`src/rtl/fm_env_pkg.sv`:
```
// Shared types and constants of the operator envelope generator.
// Assumes a 10-bit attenuation scale where 0 is full level.
package fm_env_pkg;

    localparam int ATT_W        = 10;
    localparam int ATT_MAX      = (1 << ATT_W) - 1;
    localparam int RATE_W       = 7;
    localparam int INSTANT_RATE = 94;
    localparam int SLOW_LIMIT   = 32;

    typedef enum logic [1:0] {
        ENV_ATT = 2'd0,
        ENV_DEC = 2'd1,
        ENV_SUS = 2'd2,
        ENV_REL = 2'd3
    } env_state_e;

    // Map the 4-bit sustain field onto the attenuation scale; the top code is special.
    function automatic logic [ATT_W-1:0] sus_level(input logic [3:0] fld);
        if (fld == 4'hF) return 10'd992;
        return {1'b0, fld, 5'b0};
    endfunction

endpackage

```
`src/rtl/fm_env_timer.sv`:
```
// Envelope time base: divides the sample strobe by TICKS_PER_STEP and counts
// the resulting ticks. Assumes stb_i is at most one pulse per cycle.
module fm_env_timer #(
    parameter int TICKS_PER_STEP = 3,
    parameter int CNT_W          = 12
) (
    input  logic             clk,
    input  logic             rst_n,
    input  logic             stb_i,
    output logic             tick_o,
    output logic [CNT_W-1:0] cnt_o
);
    localparam int DIV_W = (TICKS_PER_STEP > 1) ? $clog2(TICKS_PER_STEP) : 1;
    localparam logic [DIV_W-1:0] DIV_LAST = DIV_W'(TICKS_PER_STEP - 1);

    logic [DIV_W-1:0] div_q;
    logic [CNT_W-1:0] cnt_q;

    // A tick is the strobe that completes a divider period.
    always_comb tick_o = stb_i && (div_q == DIV_LAST);

    // Advance the divider on strobes and the counter on ticks.
    always_ff @(posedge clk) begin
        if (!rst_n) begin
            div_q <= '0;
            cnt_q <= '0;
        end else if (stb_i) begin
            if (tick_o) begin
                div_q <= '0;
                cnt_q <= cnt_q + 1'b1;
            end else begin
                div_q <= div_q + 1'b1;
            end
        end
    end

    assign cnt_o = cnt_q;

    generate
        if (TICKS_PER_STEP > 1) begin : g_gap

            tick_spacing_chk: assert property (@(posedge clk) disable iff (!rst_n)
                tick_o |=> !tick_o);
        end
    endgenerate

endmodule

```
`src/rtl/fm_env_rate.sv`:
```
// Maps an effective rate onto a counter shift and a per-update step.
// Rates below 32 give a zero step, so the level never moves.
module fm_env_rate
    import fm_env_pkg::*;
(
    input  logic [RATE_W-1:0] rate_i,
    output logic [3:0]        shift_o,
    output logic [3:0]        step_o
);
    logic [RATE_W-1:0] n;

    // Piecewise mapping from rate to shift and step.
    always_comb begin
        n       = rate_i - RATE_W'(SLOW_LIMIT);
        shift_o = 4'd11;
        step_o  = 4'd0;
        if (rate_i < RATE_W'(SLOW_LIMIT)) begin
            shift_o = 4'd11;
            step_o  = 4'd0;
        end else if (n < 7'd48) begin
            shift_o = 4'd11 - n[5:2];
            step_o  = 4'd1;
        end else if (n < 7'd64) begin
            shift_o = 4'd0;
            step_o  = 4'd1 << n[3:2];
        end else begin
            shift_o = 4'd0;
            step_o  = 4'd8;
        end
    end

endmodule

```
`src/rtl/fm_env_core.sv`:
```
// State machine and level arithmetic of one operator envelope.
// Assumes tick_i/cnt_i come from fm_env_timer; key_i is a level.
// Priority within a cycle: key edge, then sustain write, then envelope update.
module fm_env_core
    import fm_env_pkg::*;
#(
    parameter int CNT_W = 12
) (
    input  logic             clk,
    input  logic             rst_n,
    input  logic             tick_i,
    input  logic [CNT_W-1:0] cnt_i,
    input  logic             key_i,
    input  logic [4:0]       ar_i,
    input  logic [4:0]       dr_i,
    input  logic             sl_we_i,
    input  logic [3:0]       sl_i,
    input  logic [3:0]       rr_i,
    input  logic [4:0]       ksr_i,
    output logic [ATT_W-1:0] atten_o,
    output env_state_e       state_o,
    output logic             phase_rst_o
);
    env_state_e        state_q, state_d;
    logic [ATT_W-1:0]  vol_q, vol_d;
    logic [ATT_W-1:0]  sl_q, sl_new;
    logic              key_q, phase_rst_q;
    logic              key_on_evt, key_off_evt;
    logic [7:0]        ar_base, dr_base, rr_base, sel_base, ar_eff, rate_sum;
    logic [RATE_W-1:0] rate_w;
    logic [3:0]        shift_w, step_w;
    logic [CNT_W-1:0]  low_mask;
    logic              upd;
    logic [14:0]       att_prod;
    logic [10:0]       att_dec, add_sum;
    logic [ATT_W-1:0]  add_sat;
    env_state_e        after_top;

    // Key edges and the sustain level in force this cycle.
    always_comb begin
        key_on_evt  = key_i && !key_q;
        key_off_evt = !key_i && key_q;
        sl_new      = sl_we_i ? sus_level(sl_i) : sl_q;
        after_top   = (sl_new == '0) ? ENV_SUS : ENV_DEC;
    end

    // Effective rates for each state, plus the key-scale offset.
    always_comb begin
        ar_base  = (ar_i == 5'd0) ? 8'd0 : 8'd32 + {2'b0, ar_i, 1'b0};
        dr_base  = (dr_i == 5'd0) ? 8'd0 : 8'd32 + {2'b0, dr_i, 1'b0};
        rr_base  = 8'd34 + {2'b0, rr_i, 2'b0};
        ar_eff   = ar_base + {3'b0, ksr_i};
        case (state_q)
            ENV_ATT: sel_base = ar_base;
            ENV_DEC: sel_base = dr_base;
            ENV_REL: sel_base = rr_base;
            default: sel_base = 8'd0;
        endcase
        rate_sum = sel_base + {3'b0, ksr_i};
        rate_w   = rate_sum[7] ? 7'd127 : rate_sum[6:0];
    end

    fm_env_rate u_rate (
        .rate_i  (rate_w),
        .shift_o (shift_w),
        .step_o  (step_w)
    );

    // Update enable and the two level arithmetic paths.
    always_comb begin
        low_mask = ~({CNT_W{1'b1}} << shift_w);
        upd      = tick_i && ((cnt_i & low_mask) == '0);
        att_prod = ({5'b0, vol_q} + 15'd1) * {11'b0, step_w};
        att_dec  = 11'((att_prod + 15'd15) >> 4);
        add_sum  = {1'b0, vol_q} + {7'b0, step_w};
        add_sat  = add_sum[10] ? ATT_W'(ATT_MAX) : add_sum[ATT_W-1:0];
    end

    // Next state and level.
    always_comb begin
        state_d = state_q;
        vol_d   = vol_q;
        if (key_on_evt) begin
            if (ar_eff < 8'(INSTANT_RATE)) begin
                state_d = (vol_q != '0) ? ENV_ATT : after_top;
            end else begin
                vol_d   = '0;
                state_d = after_top;
            end
        end else if (key_off_evt) begin
            state_d = ENV_REL;
        end else if (sl_we_i && state_q == ENV_DEC && vol_q >= sl_new) begin
            state_d = ENV_SUS;
        end else if (upd && step_w != 4'd0) begin
            case (state_q)
                ENV_ATT: begin
                    if (att_dec >= {1'b0, vol_q}) begin
                        vol_d   = '0;
                        state_d = after_top;
                    end else begin
                        vol_d = vol_q - att_dec[ATT_W-1:0];
                    end
                end
                ENV_DEC: begin
                    vol_d = add_sat;
                    if (add_sat >= sl_new) state_d = ENV_SUS;
                end
                ENV_REL: vol_d = add_sat;
                default: vol_d = vol_q;
            endcase
        end
    end

    // State registers.
    always_ff @(posedge clk) begin
        if (!rst_n) begin
            state_q     <= ENV_REL;
            vol_q       <= ATT_W'(ATT_MAX);
            sl_q        <= '0;
            key_q       <= 1'b0;
            phase_rst_q <= 1'b0;
        end else begin
            state_q     <= state_d;
            vol_q       <= vol_d;
            sl_q        <= sl_new;
            key_q       <= key_i;
            phase_rst_q <= key_on_evt;
        end
    end

    assign atten_o     = vol_q;
    assign state_o     = state_q;
    assign phase_rst_o = phase_rst_q;


    reset_state_chk: assert property (@(posedge clk) disable iff (!rst_n)
        !$past(rst_n) |-> (vol_q == ATT_W'(ATT_MAX) && state_q == ENV_REL));

    phase_pulse_chk: assert property (@(posedge clk) disable iff (!rst_n)
        phase_rst_q |=> !phase_rst_q);

    phase_state_chk: assert property (@(posedge clk) disable iff (!rst_n)
        phase_rst_q |-> state_q != ENV_REL);

    attack_down_chk: assert property (@(posedge clk) disable iff (!rst_n)
        (state_q == ENV_ATT && !key_on_evt) |=> vol_q <= $past(vol_q));

    release_up_chk: assert property (@(posedge clk) disable iff (!rst_n)
        (state_q == ENV_REL && !key_on_evt) |=> vol_q >= $past(vol_q));

    slow_hold_chk: assert property (@(posedge clk) disable iff (!rst_n)
        (rate_w < RATE_W'(SLOW_LIMIT) && !key_on_evt) |=> $stable(vol_q));

    sus_write_chk: assert property (@(posedge clk) disable iff (!rst_n)
        (sl_we_i && key_i == key_q && state_q == ENV_DEC && vol_q >= sl_new)
        |=> (state_q == ENV_SUS && $stable(vol_q)));

endmodule

```
`src/rtl/fm_env_gen.sv`:
```
// Top of the operator envelope generator: time base plus envelope core.
// Assumes smp_stb pulses once per output sample; key_in is held per note.
module fm_env_gen
    import fm_env_pkg::*;
#(
    parameter int TICKS_PER_STEP = 3,
    parameter int CNT_W          = 12
) (
    input  logic       clk,
    input  logic       rst_n,
    input  logic       smp_stb,
    input  logic       key_in,
    input  logic [4:0] atk_rate,
    input  logic [4:0] dec_rate,
    input  logic       sus_we,
    input  logic [3:0] sus_lvl,
    input  logic [3:0] rel_rate,
    input  logic [4:0] ks_ofs,
    output logic [9:0] atten,
    output logic [1:0] env_state,
    output logic       phase_rst
);
    logic             tick_w;
    logic [CNT_W-1:0] cnt_w;
    env_state_e       st_w;

    fm_env_timer #(
        .TICKS_PER_STEP (TICKS_PER_STEP),
        .CNT_W          (CNT_W)
    ) u_timer (
        .clk    (clk),
        .rst_n  (rst_n),
        .stb_i  (smp_stb),
        .tick_o (tick_w),
        .cnt_o  (cnt_w)
    );

    fm_env_core #(
        .CNT_W (CNT_W)
    ) u_core (
        .clk         (clk),
        .rst_n       (rst_n),
        .tick_i      (tick_w),
        .cnt_i       (cnt_w),
        .key_i       (key_in),
        .ar_i        (atk_rate),
        .dr_i        (dec_rate),
        .sl_we_i     (sus_we),
        .sl_i        (sus_lvl),
        .rr_i        (rel_rate),
        .ksr_i       (ks_ofs),
        .atten_o     (atten),
        .state_o     (st_w),
        .phase_rst_o (phase_rst)
    );

    assign env_state = st_w;

endmodule

```
`config.mk`:
```
export PLATFORM = sky130hd
export DESIGN_NAME = fm_env_gen
export DESIGN_NICKNAME = d
export VERILOG_FILES = /design/src/rtl/fm_env_pkg.sv /design/src/rtl/fm_env_timer.sv /design/src/rtl/fm_env_rate.sv /design/src/rtl/fm_env_core.sv /design/src/rtl/fm_env_gen.sv
export SDC_FILE = /design/constraint.sdc
export NUM_CORES = 1
export LEC_CHECK = 0
export ABC_CLOCK_PERIOD_IN_PS = 26300
export BUFFER_PORTS_ARGS = -buffer_cell sky130_fd_sc_hd__buf_2
export CAP_MARGIN = 20
export CORE_MARGIN = 5
export CORE_UTILIZATION = 40
export CTS_CLUSTER_SIZE = 8
export DETAILED_ROUTE_END_ITERATION = 10
export PLACE_DENSITY = 0.56
export SLEW_MARGIN = 20
export SYNTH_ARGS = -nofsm -noshare
export SYNTH_HDL_FRONTEND = slang
export SYNTH_SLANG_ARGS = --single-unit
```
`constraint.sdc`:
```
create_clock -name clk -period 26.3 [get_ports clk]
set_input_delay 5.26 -clock clk [delete_from_list [all_inputs] [get_ports clk]]
set_output_delay 5.26 -clock clk [all_outputs]
set_load 0.005 [all_outputs]
```
==> impl_results.md <==
* Status: completed
* Critical path endpoint category: flip-flop
* Worst path top cell family by delay: compound AO/OA/AOI/OAI gates
* Hold Violations, Final at 0
* Critical Path RT at 26.48 ns
* Vias/cell at 5.50
* Area delta synth->final at 8.34%
* Chip width at 125 um
* Post-synth EDFFs at 0
* RSZ-0062 raised after global routing: no
* Detail Placement HPWL at 10,800 um
* RD Place Congestion at 0.868
* Slowest CP cell: o21bai_1
* Mapped Cells at 657
* CTS Hold Bufs at 0
* Layout cells sized above 1 at 0.100
* Post-CTS Setup Repair Bufs at 0
* Top cells by area, synth: ha_1 (20%), dfxtp_1 (14%), fa_1 (8.7%)
* Yosys synthesis warning count at 0
* Initial antenna violation count at 0
* Vias in the first global route at 4,625
* Buffers on Ports at 39
* Root Buffer: clkbuf_16
* Layout Utilization at 0.437
* Largest net degree at the start of global routing at 39
* Synthesized area per cell at 8.04 um^2
* Clock Skews at 0.00631 ns
* Design area at 5720 um^2
* Setup-failing EPs final at 0
* CTS max path bufs at 2
* Setup tns final at 0 ns
* Worst rel slew slack at 0.360
* Hold/Removal Path Class: flip-flop to flip-flop
* Fin crit share at 0.520
* Maximum vdd ir drop at 54.8 uV
* First-pass GRT wire length at 21,900 um
* Total grt overflow at 0
* Total CTS buffers at 5
* Ys async rst share at 0
* Worst Path Buf+Inv at 4
* Final hold slack at 0.491 ns
* Pwr per Cell Area at 95.1 nW/um^2
* CP dominant cell by count: ha_1
* Max Cap Viol at 0
* Fmax at 73.1 MHz
* Primary FF master, synth: dfxtp_1
* Clk sink count at 38
* CTS tree: built
* Fin cells at 854
* Leakage at 2.70 nW
* DP Area at 5590 um^2
* Synth cell types at 70
* Pre-antenna DRT Iters at 4
* Sequential area share after synthesis at 0.144
* Initial Util at 0.404
* Worst Path Class, Setup: primary input to flip-flop
* Clock latency on the worst-skew pair at 0.29 ns
* Type of origin of the critical path: primary input
* Sw Ratio at 0.501
* Seq cells post-synth at 38
* Slew @ Worst Pin at 0.959 ns
* Dpl cells at 847
* CP max FO at 11
* Clock transition at path regs at 0.06 ns
* Total Wirelength at 13,100 um
* CP peak stage delay at 0.76 ns
* 1st-iter DRT viols at 361
* Count of cells resized by post-cts repair at 0
* DR vias at 4,698
* Net Switching at 0.000273 W
* Clock share of power at 0.107
* IO Pins at 41
* Synth Cell Area at 5280 um^2
* Htree depth at 2
* Top cell type's share of synthesized area at 0.201
* Drt wl/cell at 15.4 um
* Seq pwr share at 0.122
* DRC violations left at 0
* Internal power at 0.000271 W
* Total die area at 15,600 um^2
* Final nets at 814
* Core Region at 13,100 um^2
* Total Routing Usage GR at 0.167
* Syn nets at 793
* Cell taking the most area after synthesis: ha_1
* Die height at 125 um
* CP arrival at 13.85 ns
* Comb power frac at 0.770
* Min Tclk post-route at 13.68 ns
* Antenna cells at 0
* Max-slew violation count at 0
* Rows at 42
* Antenna viol nets, final at 0
[area by class of cell]
type / instances / area (um^2)
Inverter: 55 / 206
Fill cell: 1322 / 7360
Sequential cell: 38 / 761
Clock buffer: 5 / 125
Timing Repair Buffer: 41 / 210
Tap cell: 176 / 220
Multi-Input combinational cell: 537 / 4190
Clock inverter: 2 / 10.0
[flip-flops by register name, indices dropped and copies added (netlist names)]
name / cells
u_timer.cnt_o: 12
u_core.atten_o: 10
u_core.sl_q: 10
u_core.state_o: 2
u_timer.div_q: 2
u_core.key_q: 1
u_core.phase_rst_o: 1
[worst paths after layout]
path | startpoint | endpoint | slack, ns | cells after the start
max reg2reg | u_core.state_o[1]$_SDFFE_PN1P_ | u_core.state_o[1]$_SDFFE_PN1P_ | 16.88 | 34
min reg2reg | u_timer.div_q[1]$_SDFFE_PN0P_ | u_timer.div_q[1]$_SDFFE_PN0P_ | 0.49 | 2
min | u_timer.div_q[1]$_SDFFE_PN0P_ | u_timer.div_q[1]$_SDFFE_PN0P_ | 0.49 | 2
max | dec_rate[2] | u_core.state_o[1]$_SDFFE_PN1P_ | 12.62 | 35
[placed cells by master (no fill, tap or decap), drive strengths merged, types with 4 or more instances in the layout]
cell type | Yosys | final
mux2i | 9 | 9
mux2 | 4 | 4
o2111ai | 6 | 6
or2 | 6 | 6
buf | 9 | 41
nor2 | 86 | 86
nor3 | 11 | 11
clkbuf | 18 | 5
nand4 | 7 | 7
dfxtp | 38 | 38
nor2b | 11 | 11
nand3 | 18 | 18
or3 | 7 | 7
and2 | 8 | 8
fa | 23 | 23
a31oi | 15 | 15
o21ai | 33 | 33
a21o | 13 | 13
xor2 | 12 | 12
nand2b | 13 | 13
inv | 55 | 55
a31o | 4 | 4
nand2 | 34 | 34
ha | 85 | 85
nor4 | 6 | 6
and3 | 4 | 4
a22oi | 10 | 10
a21oi | 30 | 30
o21a | 5 | 5
o21bai | 7 | 7
xnor2 | 28 | 28
[tightest hold or removal path, stage by stage, from the launching register on]
cell and delay (ns):
dfxtp_1 0.33, nand2_1 0.07, a21oi_1 0.05
[power groups by stage]
stage / registers (W) / logic [W] / clock network, W
2_1_floorplan: 0.0000646 / 0.000334 / 0
3_3_place_gp: 0.0000678 / 0.000411 / 0
3_5_place_dp: 0.0000680 / 0.000418 / 0
4_1_cts: 0.0000667 / 0.000422 / 0.0000598
5_1_grt: 0.0000672 / 0.000479 / 0.0000630
6_report: 0.0000666 / 0.000419 / 0.0000585
[cell families (layout without fill, tap and decap cells)]
logic type / Yosys count / count (layout) / synth area share
adders and majority gates: 108 / 108 / 0.289
muxes: 13 / 13 / 0.0256
buffers and inverters: 82 / 103 / 0.0628
DFF: 38 / 38 / 0.144
AOI/OAI and AO/OA: 153 / 153 / 0.205
and+or+nand+nor: 223 / 223 / 0.208
xor gates and xnor gates: 40 / 40 / 0.0664
[routing by layer]
layer / share of wire / global-route usage / vias up
met5: 0 / 0 / -
met4: 0.014 / 0.0485 / 0
met3: 0.052 / 0.0244 / 14
met2: 0.48 / 0.287 / 105
met1: 0.46 / 0.217 / 2222
li1: - / - / 2357
[stage by stage]
| step | total power, W | setup slack (ns) |
|---|---|---|
| 6_report | 0.000544 | 12.62 |
| 5_1_grt | 0.000609 | 11.96 |
| 4_1_cts | 0.000549 | 12.66 |
| 3_5_place_dp | 0.000486 | 12.39 |
| 3_3_place_gp | 0.000479 | 12.51 |
| 2_1_floorplan | 0.000398 | 14.00 |
[cells in the mapped netlist (3+ instances only)]
master and count:
nand2b_1 13, buf_6 3, buf_1 5, and4_1 3
o21ai_0 22, a21o_1 13, a21oi_1 29, inv_1 55
o21bai_1 7, nor3_1 11, and3_1 4, or3_1 7
a31oi_1 14, a22oi_1 10, mux2_2 4, nand3_1 18
ha_1 85, xnor2_1 28, xor2_1 12, nor2b_1 11
nand4_1 7, nand2_1 34, or2_2 5, and2_1 7
o2111ai_1 5, nor4_1 5, a31o_2 3, o21a_1 5
nor2_1 86, o31a_1 3, o21ai_1 11, mux2i_1 9
dfxtp_1 38, fa_1 23, nand3b_1 3, clkbuf_1 18
No activity file was read; power rests on OpenSTA's default activity.
